File: config.mk
export PLATFORM = sky130hd
export DESIGN_NAME = last_value_predictor
export DESIGN_NICKNAME = d
export VERILOG_FILES = /design/src/rtl/lvp_pkg.sv /design/src/rtl/lvp_table.sv /design/src/rtl/lvp_update.sv /design/src/rtl/last_value_predictor.sv
export SDC_FILE = /design/constraint.sdc
export NUM_CORES = 2
export LEC_CHECK = 0
export BUFFER_PORTS_ARGS = -buffer_cell sky130_fd_sc_hd__buf_2
export CAP_MARGIN = 20
export CELL_PAD_IN_SITES_DETAIL_PLACEMENT = 1
export CELL_PAD_IN_SITES_GLOBAL_PLACEMENT = 2
export CORE_ASPECT_RATIO = 1.1
export CORE_MARGIN = 3
export CORE_UTILIZATION = 54
export DETAILED_ROUTE_END_ITERATION = 16
export GPL_ROUTABILITY_DRIVEN = 0
export PLACE_DENSITY = 0.92
export SLEW_MARGIN = 15
export SYNTH_ARGS = -nofsm -noshare
export SYNTH_HDL_FRONTEND = slang
export SYNTH_HIERARCHICAL = 1
export SYNTH_SLANG_ARGS = --single-unit
File: constraint.sdc
create_clock -name clk_i -period 13.63 [get_ports clk_i]
set_input_delay 2.0445 -clock clk_i [delete_from_list [all_inputs] [get_ports clk_i]]
set_output_delay 2.0445 -clock clk_i [all_outputs]
set_load 0.05 [all_outputs]
File: src/rtl/lvp_pkg.sv
package lvp_pkg;
  typedef enum logic [1:0] {
    UPD_NONE    = 2'd0,
    UPD_ALLOC   = 2'd1,
    UPD_HIT_OK  = 2'd2,
    UPD_HIT_BAD = 2'd3
  } upd_kind_e;
endpackage

File: src/rtl/lvp_table.sv
module lvp_table #(
  parameter int IDX_W  = 6,
  parameter int TAG_W  = 24,
  parameter int DATA_W = 32,
  parameter int CONF_W = 2,
  parameter int MISS_W = 4
) (
  input  logic              clk_i,
  input  logic              rst_ni,
  input  logic [IDX_W-1:0]  lk_idx_i,
  output logic              lk_valid_o,
  output logic [TAG_W-1:0]  lk_tag_o,
  output logic [DATA_W-1:0] lk_data_o,
  output logic [CONF_W-1:0] lk_conf_o,
  input  logic [IDX_W-1:0]  cm_idx_i,
  output logic              cm_valid_o,
  output logic [TAG_W-1:0]  cm_tag_o,
  output logic [CONF_W-1:0] cm_conf_o,
  output logic [MISS_W-1:0] cm_miss_o,
  input  logic              wr_en_i,
  input  logic [TAG_W-1:0]  wr_tag_i,
  input  logic [DATA_W-1:0] wr_data_i,
  input  logic [CONF_W-1:0] wr_conf_i,
  input  logic [MISS_W-1:0] wr_miss_i
);
  localparam int DEPTH = 1 << IDX_W;

  logic              valid_q [DEPTH];
  logic [TAG_W-1:0]  tag_q   [DEPTH];
  logic [DATA_W-1:0] data_q  [DEPTH];
  logic [CONF_W-1:0] conf_q  [DEPTH];
  logic [MISS_W-1:0] miss_q  [DEPTH];

  for (genvar e = 0; e < DEPTH; e++) begin : g_entry
    logic sel;
    assign sel = wr_en_i && (cm_idx_i == IDX_W'(e));

    always_ff @(posedge clk_i or negedge rst_ni) begin
      if (!rst_ni) begin
        valid_q[e] <= 1'b0;
        conf_q[e]  <= '0;
        miss_q[e]  <= '0;
      end else if (sel) begin
        valid_q[e] <= 1'b1;
        conf_q[e]  <= wr_conf_i;
        miss_q[e]  <= wr_miss_i;
      end
    end

    always_ff @(posedge clk_i) begin
      if (sel) begin
        tag_q[e]  <= wr_tag_i;
        data_q[e] <= wr_data_i;
      end
    end
  end

  assign lk_valid_o = valid_q[lk_idx_i];
  assign lk_tag_o   = tag_q[lk_idx_i];
  assign lk_data_o  = data_q[lk_idx_i];
  assign lk_conf_o  = conf_q[lk_idx_i];

  assign cm_valid_o = valid_q[cm_idx_i];
  assign cm_tag_o   = tag_q[cm_idx_i];
  assign cm_conf_o  = conf_q[cm_idx_i];
  assign cm_miss_o  = miss_q[cm_idx_i];
endmodule

File: src/rtl/lvp_update.sv
module lvp_update
  import lvp_pkg::*;
#(
  parameter int CONF_W      = 2,
  parameter int MISS_W      = 4,
  parameter int MISS_THRESH = 8
) (
  input  upd_kind_e         kind_i,
  input  logic [CONF_W-1:0] conf_i,
  input  logic [MISS_W-1:0] miss_i,
  output logic              wr_en_o,
  output logic [CONF_W-1:0] conf_o,
  output logic [MISS_W-1:0] miss_o,
  output logic              promote_o
);
  localparam logic [CONF_W-1:0] CONF_MAX = '1;
  localparam logic [MISS_W-1:0] MISS_MAX = '1;
  localparam logic [31:0]       THR      = MISS_THRESH;

  logic [MISS_W-1:0] miss_up;
  logic [MISS_W-1:0] miss_dn;
  logic [CONF_W-1:0] conf_up;
  logic              over;

  assign miss_up = (miss_i == MISS_MAX) ? MISS_MAX : miss_i + 1'b1;
  assign miss_dn = (miss_i == '0) ? '0 : miss_i - 1'b1;
  assign conf_up = (conf_i == CONF_MAX) ? CONF_MAX : conf_i + 1'b1;
  assign over    = {{(32-MISS_W){1'b0}}, miss_up} > THR;

  always_comb begin
    wr_en_o   = 1'b0;
    conf_o    = conf_i;
    miss_o    = miss_i;
    promote_o = 1'b0;
    unique case (kind_i)
      UPD_ALLOC: begin
        wr_en_o = 1'b1;
        conf_o  = '0;
        miss_o  = '0;
      end
      UPD_HIT_OK: begin
        wr_en_o = 1'b1;
        conf_o  = conf_up;
        miss_o  = miss_dn;
      end
      UPD_HIT_BAD: begin
        wr_en_o   = 1'b1;
        conf_o    = '0;
        promote_o = over;
        miss_o    = over ? '0 : miss_up;
      end
      default: ;
    endcase
  end
endmodule

File: src/rtl/last_value_predictor.sv
module last_value_predictor
  import lvp_pkg::*;
#(
  parameter int WADDR_W      = 30,
  parameter int IDX_W        = 6,
  parameter int DATA_W       = 32,
  parameter int CONF_W       = 2,
  parameter int CONF_USE_MIN = 2,
  parameter int MISS_W       = 4,
  parameter int MISS_THRESH  = 8
) (
  input  logic               clk_i,
  input  logic               rst_ni,
  input  logic               lookup_valid_i,
  input  logic [WADDR_W-1:0] lookup_addr_i,
  output logic               pred_valid_o,
  output logic               pred_hit_o,
  output logic               pred_use_o,
  output logic [DATA_W-1:0]  pred_value_o,
  input  logic               commit_valid_i,
  input  logic [WADDR_W-1:0] commit_addr_i,
  input  logic [DATA_W-1:0]  commit_value_i,
  input  logic               commit_correct_i,
  output logic               promo_valid_o,
  output logic [WADDR_W-1:0] promo_addr_o
);
  localparam int TAG_W = WADDR_W - IDX_W;
  localparam logic [CONF_W-1:0] USE_MIN = CONF_W'(CONF_USE_MIN);

  logic [IDX_W-1:0]  lk_idx, cm_idx;
  logic [TAG_W-1:0]  lk_tag, cm_tag;
  logic              lk_valid, cm_valid;
  logic [TAG_W-1:0]  lk_tag_rd, cm_tag_rd;
  logic [DATA_W-1:0] lk_data;
  logic [CONF_W-1:0] lk_conf, cm_conf;
  logic [MISS_W-1:0] cm_miss;
  logic              lk_hit, cm_hit;

  upd_kind_e         kind;
  logic              wr_en, promote;
  logic [CONF_W-1:0] conf_nxt;
  logic [MISS_W-1:0] miss_nxt;

  assign lk_idx = lookup_addr_i[IDX_W-1:0];
  assign lk_tag = lookup_addr_i[WADDR_W-1:IDX_W];
  assign cm_idx = commit_addr_i[IDX_W-1:0];
  assign cm_tag = commit_addr_i[WADDR_W-1:IDX_W];

  lvp_table #(
    .IDX_W (IDX_W), .TAG_W (TAG_W), .DATA_W (DATA_W),
    .CONF_W(CONF_W), .MISS_W(MISS_W)
  ) u_table (
    .clk_i     (clk_i),
    .rst_ni    (rst_ni),
    .lk_idx_i  (lk_idx),
    .lk_valid_o(lk_valid),
    .lk_tag_o  (lk_tag_rd),
    .lk_data_o (lk_data),
    .lk_conf_o (lk_conf),
    .cm_idx_i  (cm_idx),
    .cm_valid_o(cm_valid),
    .cm_tag_o  (cm_tag_rd),
    .cm_conf_o (cm_conf),
    .cm_miss_o (cm_miss),
    .wr_en_i   (wr_en),
    .wr_tag_i  (cm_tag),
    .wr_data_i (commit_value_i),
    .wr_conf_i (conf_nxt),
    .wr_miss_i (miss_nxt)
  );

  assign lk_hit = lk_valid && (lk_tag_rd == lk_tag);
  assign cm_hit = cm_valid && (cm_tag_rd == cm_tag);

  always_comb begin
    if (!commit_valid_i)       kind = UPD_NONE;
    else if (!cm_hit)          kind = UPD_ALLOC;
    else if (commit_correct_i) kind = UPD_HIT_OK;
    else                       kind = UPD_HIT_BAD;
  end

  lvp_update #(
    .CONF_W(CONF_W), .MISS_W(MISS_W), .MISS_THRESH(MISS_THRESH)
  ) u_update (
    .kind_i   (kind),
    .conf_i   (cm_conf),
    .miss_i   (cm_miss),
    .wr_en_o  (wr_en),
    .conf_o   (conf_nxt),
    .miss_o   (miss_nxt),
    .promote_o(promote)
  );

  always_ff @(posedge clk_i or negedge rst_ni) begin
    if (!rst_ni) begin
      pred_valid_o  <= 1'b0;
      pred_hit_o    <= 1'b0;
      pred_use_o    <= 1'b0;
      pred_value_o  <= '0;
      promo_valid_o <= 1'b0;
      promo_addr_o  <= '0;
    end else begin
      pred_valid_o  <= lookup_valid_i;
      pred_hit_o    <= lookup_valid_i && lk_hit;
      pred_use_o    <= lookup_valid_i && lk_hit && (lk_conf >= USE_MIN);
      pred_value_o  <= (lookup_valid_i && lk_hit) ? lk_data : '0;
      promo_valid_o <= promote;
      promo_addr_o  <= promote ? commit_addr_i : '0;
    end
  end

  AST_PRED_LATENCY: assert property (@(posedge clk_i) disable iff (!rst_ni)
    lookup_valid_i |=> pred_valid_o);
  AST_PRED_IDLE: assert property (@(posedge clk_i) disable iff (!rst_ni)
    !lookup_valid_i |=> !pred_valid_o);
  AST_HIT_NEEDS_VALID: assert property (@(posedge clk_i) disable iff (!rst_ni)
    pred_hit_o |-> pred_valid_o);
  AST_USE_NEEDS_HIT: assert property (@(posedge clk_i) disable iff (!rst_ni)
    pred_use_o |-> pred_hit_o);
  AST_PROMO_AFTER_MISS: assert property (@(posedge clk_i) disable iff (!rst_ni)
    promo_valid_o |-> $past(commit_valid_i && !commit_correct_i));
  AST_PROMO_ADDR: assert property (@(posedge clk_i) disable iff (!rst_ni)
    promo_valid_o |-> promo_addr_o == $past(commit_addr_i));
endmodule

Yosys cells after proc, flatten, opt, wreduce, memory -nomap -nowiden
Memories as Yosys holds them, arrays and structs flattened.
Index checks and enable logic that the tools add are counted.
{"block": "totals", "register_bits": 514, "ram_bits": 3584, "inputBits": 97, "out_inout_bits": 66, "wordCells": 1011, "n_memories": 2}
{"name": "u_table.data_q", "depth": 64, "width": 32, "read_ports": 1, "rd_clocked_by_memory_dff": 0, "write_ports": 1, "line_no": "lvp_table.sv:30", "source": "logic [DATA_W-1:0] data_q [DEPTH];"}
{"name": "u_table.tag_q", "depth": 64, "width": 24, "read_ports": 2, "rd_clocked_by_memory_dff": 0, "write_ports": 1, "line_no": "lvp_table.sv:29", "source": "logic [TAG_W-1:0] tag_q [DEPTH];"}
{"block": "classes", "n_addsub": 3, "n_lt_le_gt_ge": 4, "eq_ne": 70, "mux": 534, "bitwise_logic": 2, "n_reduce_logical": 198}
{"operator": "$mux 32", "n": 64}
{"operator": "$reduce_or 32->1", "n": 63}
{"operator": "$mux 24", "n": 63}
{"operator": "$reduce_or 24->1", "n": 63}
{"operator": "$mux 6", "n": 126}
{"operator": "$mux 1", "n": 261}
{"operator": "$eq 6x6->1 const B", "n": 32}
{"operator": "$eq 6x5->1 const B", "n": 16}
{"operator": "$logic_and 1x1->1", "n": 68}
{"operator": "$eq 24x24->1", "n": 2}
{"operator": "$eq 6x4->1 const B", "n": 8}
{"operator": "$mux 30", "n": 1}
{"operator": "$bmux 2 s6", "n": 2}
{"operator": "$bmux 4 s6", "n": 1}
{"operator": "$eq 6x3->1 const B", "n": 4}
{"operator": "$mux 4", "n": 5}
{"operator": "$ge 7x7->1 const B", "n": 2}
{"operator": "$mux 2", "n": 7}
{"operator": "$not 6->7", "n": 2}
{"operator": "$bmux 1 s6", "n": 2}
{"operator": "$eq 6x2->1 const B", "n": 2}
{"operator": "$pmux 4 s3", "n": 1}
{"operator": "$eq 2x2->1 const B", "n": 3}
{"operator": "$eq 6x1->1 const B", "n": 1}
{"operator": "12 further kinds", "n": 12}

Logic depth before layout (Yosys ltp)
{"block": "depth", "ltp_word": 77, "mapped_depth": 19, "depth_no_buf": 14}

Modules after synthesis
The synthesis kept the hierarchy.
{"module": "lvp_table", "instances": 1, "cells_each": 8045, "area_each_um2": 168410.3, "seq_area_each_um2": 118834.0}
{"module": "last_value_predictor", "instances": 1, "cells_each": 256, "area_each_um2": 3029.2, "seq_area_each_um2": 1651.6}
{"module": "lvp_update", "instances": 1, "cells_each": 51, "area_each_um2": 316.6, "seq_area_each_um2": 0.0}

Worst setup path after synthesis
Ideal clock, no wire load.
{"block": "synth_timing", "path_kind": "input to register", "start": "input commit_addr_i[1]", "end": "register u_table/conf_q[100] (netlist name)", "setup_ps": 125, "t_arrival_ps": 7844, "t_required_ps": 13505, "setup_slack_ps": 5661, "stages": 18, "path_buffers": 5, "cell_sequence": "clkbuf_1 -> buf_2 -> clkbuf_1 -> clkbuf_1 -> mux4_2 -> a22oi_1 -> a21oi_1 -> or4_1 -> xnor2_1 -> nand4_1 -> nor4_1 -> and4_1 -> nor2_1 -> inv_1 -> or3b_2 -> buf_1 -> nor2_2 -> mux2_2"}
{"block": "synth_between", "word_cells_on_any_way": 24, "classes_between": "add/sub: 1; eq/ne: 6; mux: 11; bitwise: 1; reduce/logical: 4; memory: 1"}
{"element": "start: declaration", "line_no": "last_value_predictor.sv:21", "source": "input logic [WADDR_W-1:0] commit_addr_i,"}
{"element": "$mem_v2 64x24 (*)"}
{"element": "net cm_tag_rd[22]", "line_no": "last_value_predictor.sv:33", "source": "logic [TAG_W-1:0] lk_tag_rd, cm_tag_rd;"}
{"element": "$eq 24x24->1 (*)", "line_no": "last_value_predictor.sv:73", "source": "assign cm_hit = cm_valid && (cm_tag_rd == cm_tag);"}
{"element": "$logic_and 1x1->1 (*)", "line_no": "last_value_predictor.sv:73"}
{"element": "$mux 2 (*)", "line_no": "last_value_predictor.sv:77", "source": "else if (!cm_hit) kind = UPD_ALLOC;"}
{"element": "$mux 2 (*)", "line_no": "last_value_predictor.sv:76", "source": "if (!commit_valid_i) kind = UPD_NONE;"}
{"element": "net kind[1]", "line_no": "last_value_predictor.sv:39", "source": "upd_kind_e kind;"}
{"element": "$eq 2x1->1 or $eq 2x2->1 (tied branches)", "line_no": "lvp_update.sv:35", "source": "unique case (kind_i)"}
{"element": "$reduce_or 3->1 (no source line) (*)"}
{"element": "$mux 1 (*)", "line_no": "lvp_update.sv:35"}
{"element": "net wr_en", "line_no": "last_value_predictor.sv:40", "source": "logic wr_en, promote;"}
{"element": "$logic_and 1x1->1 (*)", "line_no": "lvp_table.sv:36", "source": "assign sel = wr_en_i && (cm_idx_i == IDX_W'(e));"}
{"element": "net u_table.g_entry[13].sel", "line_no": "lvp_table.sv:35", "source": "logic sel;"}
{"element": "end signal: indexed assignment", "line_no": "lvp_table.sv:45", "source": "conf_q[e] <= wr_conf_i;"}
{"element": "end: declaration", "line_no": "lvp_table.sv:31", "source": "logic [CONF_W-1:0] conf_q [DEPTH];"}
The timed path passes the listed nets; every way through them passes the cells marked *. The select of a mux whose other input is x is not followed.
A chain may end at the register's enable or synchronous reset.

Worst setup path in the final report
{"block": "layout_timing", "start": "input commit_addr_i[1]", "end": "memory u_table.data_q[28][1] (enable)"}
{"block": "layout_between", "word_cells_on_any_way": 459, "classes_between": "eq/ne: 67; mux: 260; bitwise: 1; reduce/logical: 130; memory: 1"}
{"element": "$mem_v2 64x24 (*)"}
{"element": "net cm_tag_rd[1]", "line_no": "last_value_predictor.sv:33"}
{"element": "$eq 24x24->1 (*)", "line_no": "last_value_predictor.sv:73"}
{"element": "$logic_and 1x1->1 (*)", "line_no": "last_value_predictor.sv:73"}
{"element": "$mux 2 (*)", "line_no": "last_value_predictor.sv:77"}
{"element": "$mux 2 (*)", "line_no": "last_value_predictor.sv:76"}
{"element": "net kind[1]", "line_no": "last_value_predictor.sv:39"}
{"element": "$eq 2x1->1 or $eq 2x2->1 (tied branches)", "line_no": "lvp_update.sv:35"}
{"element": "$reduce_or 3->1 (no source line) (*)"}
{"element": "$mux 1 (*)", "line_no": "lvp_update.sv:35"}
{"element": "net wr_en", "line_no": "last_value_predictor.sv:40"}
{"element": "$logic_and 1x1->1 (*)", "line_no": "lvp_table.sv:36"}
{"element": "net u_table.g_entry[28].sel", "line_no": "lvp_table.sv:35"}
{"element": "$mux 1 (*)", "line_no": "lvp_table.sv:51", "source": "if (sel) begin"}
{"element": "$mux 1 (implied by the code) (*)", "line_no": "lvp_table.sv:53", "source": "data_q[e] <= wr_data_i;"}
{"element": "$reduce_or 32->1 (no source line)"}
{"element": "$mux 6 (no source line) or $mux 1 (tied branches) (36 in a row)"}
{"element": "end: declaration", "line_no": "lvp_table.sv:30"}
Marks and branches as above.

==> impl_metrics.yaml <==
clock_network:
  post_cts_resized: 0
  clkSlewWorstSetupHoldPaths_ps: 70
  cts-buffers-inserted: 400
  tritoncts: "yes"
  worst_skew_pair.late_latency_ps: 1020
  cts-root-buf: "sky130_fd_sc_hd__clkbuf_16"
  tritoncts_sinks: 4098
  cts_htree_levels: 5
  post-cts-setup-buffer-count: 0
  cts_hold_buf: 0
  cts_buffer_depth: 4
worst_setup_path:
  setup.worst_path.end_class: "flip-flop"
  arrival_ps: 10820
  crit_fanout: 79
  worst_setup_path_category: "primary input to flip-flop"
  worst_ep_required_time_ps: 14210
  worst-r2r-setup-slack_ps: 5740
  worst_setup_path_start_kind: "primary input"
grt:
  wire_length_of_the_first_global_routing_pass_um: 864000
  first_global_vias: 104500
  maximum_number_of_pins_on_one_net_before_global_route_repair: 185
  grt_use_total: 0.3863
  globalRoute.totalOverflow: 0
  number_of_antenna_violations_at_the_first_check_in_global_routing: 61
placement:
  placement.cell_area_um2: 177400
  detailed_place_hpwl_um: 346800
  dp.cells: 12330
  number_of_port_buffers: 162
layout:
  share_of_cells_above_drive_strength_1: 0.3378
  commonest_cells_after_routing_fill_and_taps_aside: "3584 x sky130_fd_sc_hd__edfxtp_1, 1364 x sky130_fd_sc_hd__mux4_2, 514 x sky130_fd_sc_hd__dfrtp_1"
  layout.cells.most_common: "sky130_fd_sc_hd__edfxtp_1"
  layout-area-overhead-vs-synth_pct: 11.50
  layout.filler_cells: 25990
  num-nets-final: 8700
  post_layout_nonfiller_instances: 13140
  layout.cell_area.non_filler_um2: 191000
floorplan:
  die_h_um: 596.7
  die_x_um: 543.0
  design.portCount: 163
  floorplan.die_area_um2: 324000
  initial_core_util: 0.5436
  floorplan.core_area_um2: 315100
  rows: 216
yosys:
  synth_area_um2: 171300
  syn_area_per_cell_um2: 20.58
  yosys_warnings: 6
  synthesis.instances: 8325
  synthesized_net_count: 8425
detailed_routing:
  route.final.wire_length_um: 624700
  drtPass1Iterations: 6
  drtIter0Drc: 20000
  wl_per_cell_um: 47.55
  via_count: 102700
  remaining_drc_errors: 0
  postRouteAntennaNets: 0
  vias_per_cell: 7.816
sta:
  finalHoldViolCount: 0
  final_period_minus_worst_setup_slack_ps: 10240
  skew_ps: 110.5
  timing.setup.tns_ps: 0
  finalMaxSlewViolations: 0
  worst_slew_pin_slew_ps: 1286
  timing.fmax_ghz: 0.09763
  timing.max_slew.rel_slack: 0.1396
  setup_viol: 0
  hold-worst-slack_ps: 500.6
  final_min_period_over_clock_period: 0.7515
  setup_repair_after_global_routing_missed_its_margin: "no"
power:
  power_per_cell_area_nw_per_um2: 141.9
  leakagePower_nw: 63.70
  totalPowerFinal_w: 0.02711
  power.ir.vdd_worst_v: 0.0001186
min_path:
  hold_class: "flip-flop to flip-flop"
run_status:
  result_of_the_run: "complete, no violations"
run:
  timing.max_cap.violations: 0
[registers in the layout (all words and copies together) (netlist names)]
signal and count:
pred_hit_o 1, pred_use_o 1, pred_valid_o 1, pred_value_o 32
promo_addr_o 30, promo_valid_o 1, u_table/conf_q 128, u_table/data_q 2048
u_table/miss_q 256, u_table/tag_q 1536, u_table/valid_q 64
[power by group]
| part | internal (W) | total, W | switching [W] |
|---|---|---|---|
| combinational | 0.000621 | 0.00185 | 0.00123 |
| sequential | 0.0138 | 0.0138 | 0.0000692 |
| clock | 0.00633 | 0.0114 | 0.00509 |
| total | 0.0207 | 0.0271 | 0.00639 |
[worst max-delay path, cell delays in order]
cell                      delay, ps
sky130_fd_sc_hd__buf_8          550
sky130_fd_sc_hd__buf_4          600
sky130_fd_sc_hd__buf_4          570
sky130_fd_sc_hd__mux4_2         390
sky130_fd_sc_hd__a22oi_1        240
sky130_fd_sc_hd__a21oi_1        140
sky130_fd_sc_hd__or4_1          570
sky130_fd_sc_hd__xnor2_1        780
sky130_fd_sc_hd__nand4_1        460
sky130_fd_sc_hd__nor4_1         490
sky130_fd_sc_hd__and4_1         410
sky130_fd_sc_hd__nor2_1         120
sky130_fd_sc_hd__inv_1          370
sky130_fd_sc_hd__nand2_1        140
sky130_fd_sc_hd__nor2_1         580
sky130_fd_sc_hd__nand3_1        570
sky130_fd_sc_hd__inv_4          950
sky130_fd_sc_hd__buf_4          540
[area by class of cell]
class                      instances  area [um^2]  area share
inverter                          57        325.3    0.001703
multi-input combinational       3578        48040      0.2515
sequential                      4098       120500      0.6308
clock inverter                   244         2471     0.01294
antenna                           60        150.1   0.0007861
timing repair buffer             465         3671     0.01922
tap                             4142         5182     0.02713
clock buffer                     495        10680     0.05590
[per-layer routing]
metal	vias to the layer above	share of wire	global-route usage
li1	35920	-	-
met1	52780	0.31	0.4766
met2	11190	0.45	0.5706
met3	2764	0.15	0.1298
met4	44	0.091	0.2868
met5	-	0.0011	0.005225
[per-stage QoR]
stage / setup slack [ps] / utilization
5_1_grt: 3375 / 0.6058
6_report: 3387 / 0.6061
2_1_floorplan: 5661 / -
4_1_cts: 3812 / 0.6047
3_5_place_dp: 2981 / 0.5630
3_3_place_gp: 3025 / 0.5626
[worst paths after layout]
check | start | to | cells after the start
min in group asynchronous | rst_ni | pred_use_o | 1
hold reg to reg | u_table/valid_q[13] | u_table/valid_q[13] | 1
setup reg to reg | u_table/tag_q[10][1] | u_table/data_q[28][1] | 15
setup / recovery | commit_addr_i[1] | u_table/data_q[28][1] | 18
hold / removal | u_table/valid_q[13] | u_table/valid_q[13] | 1
max in group asynchronous | rst_ni | promo_addr_o[8] | 3
No activity file was read; power rests on OpenSTA's default activity.
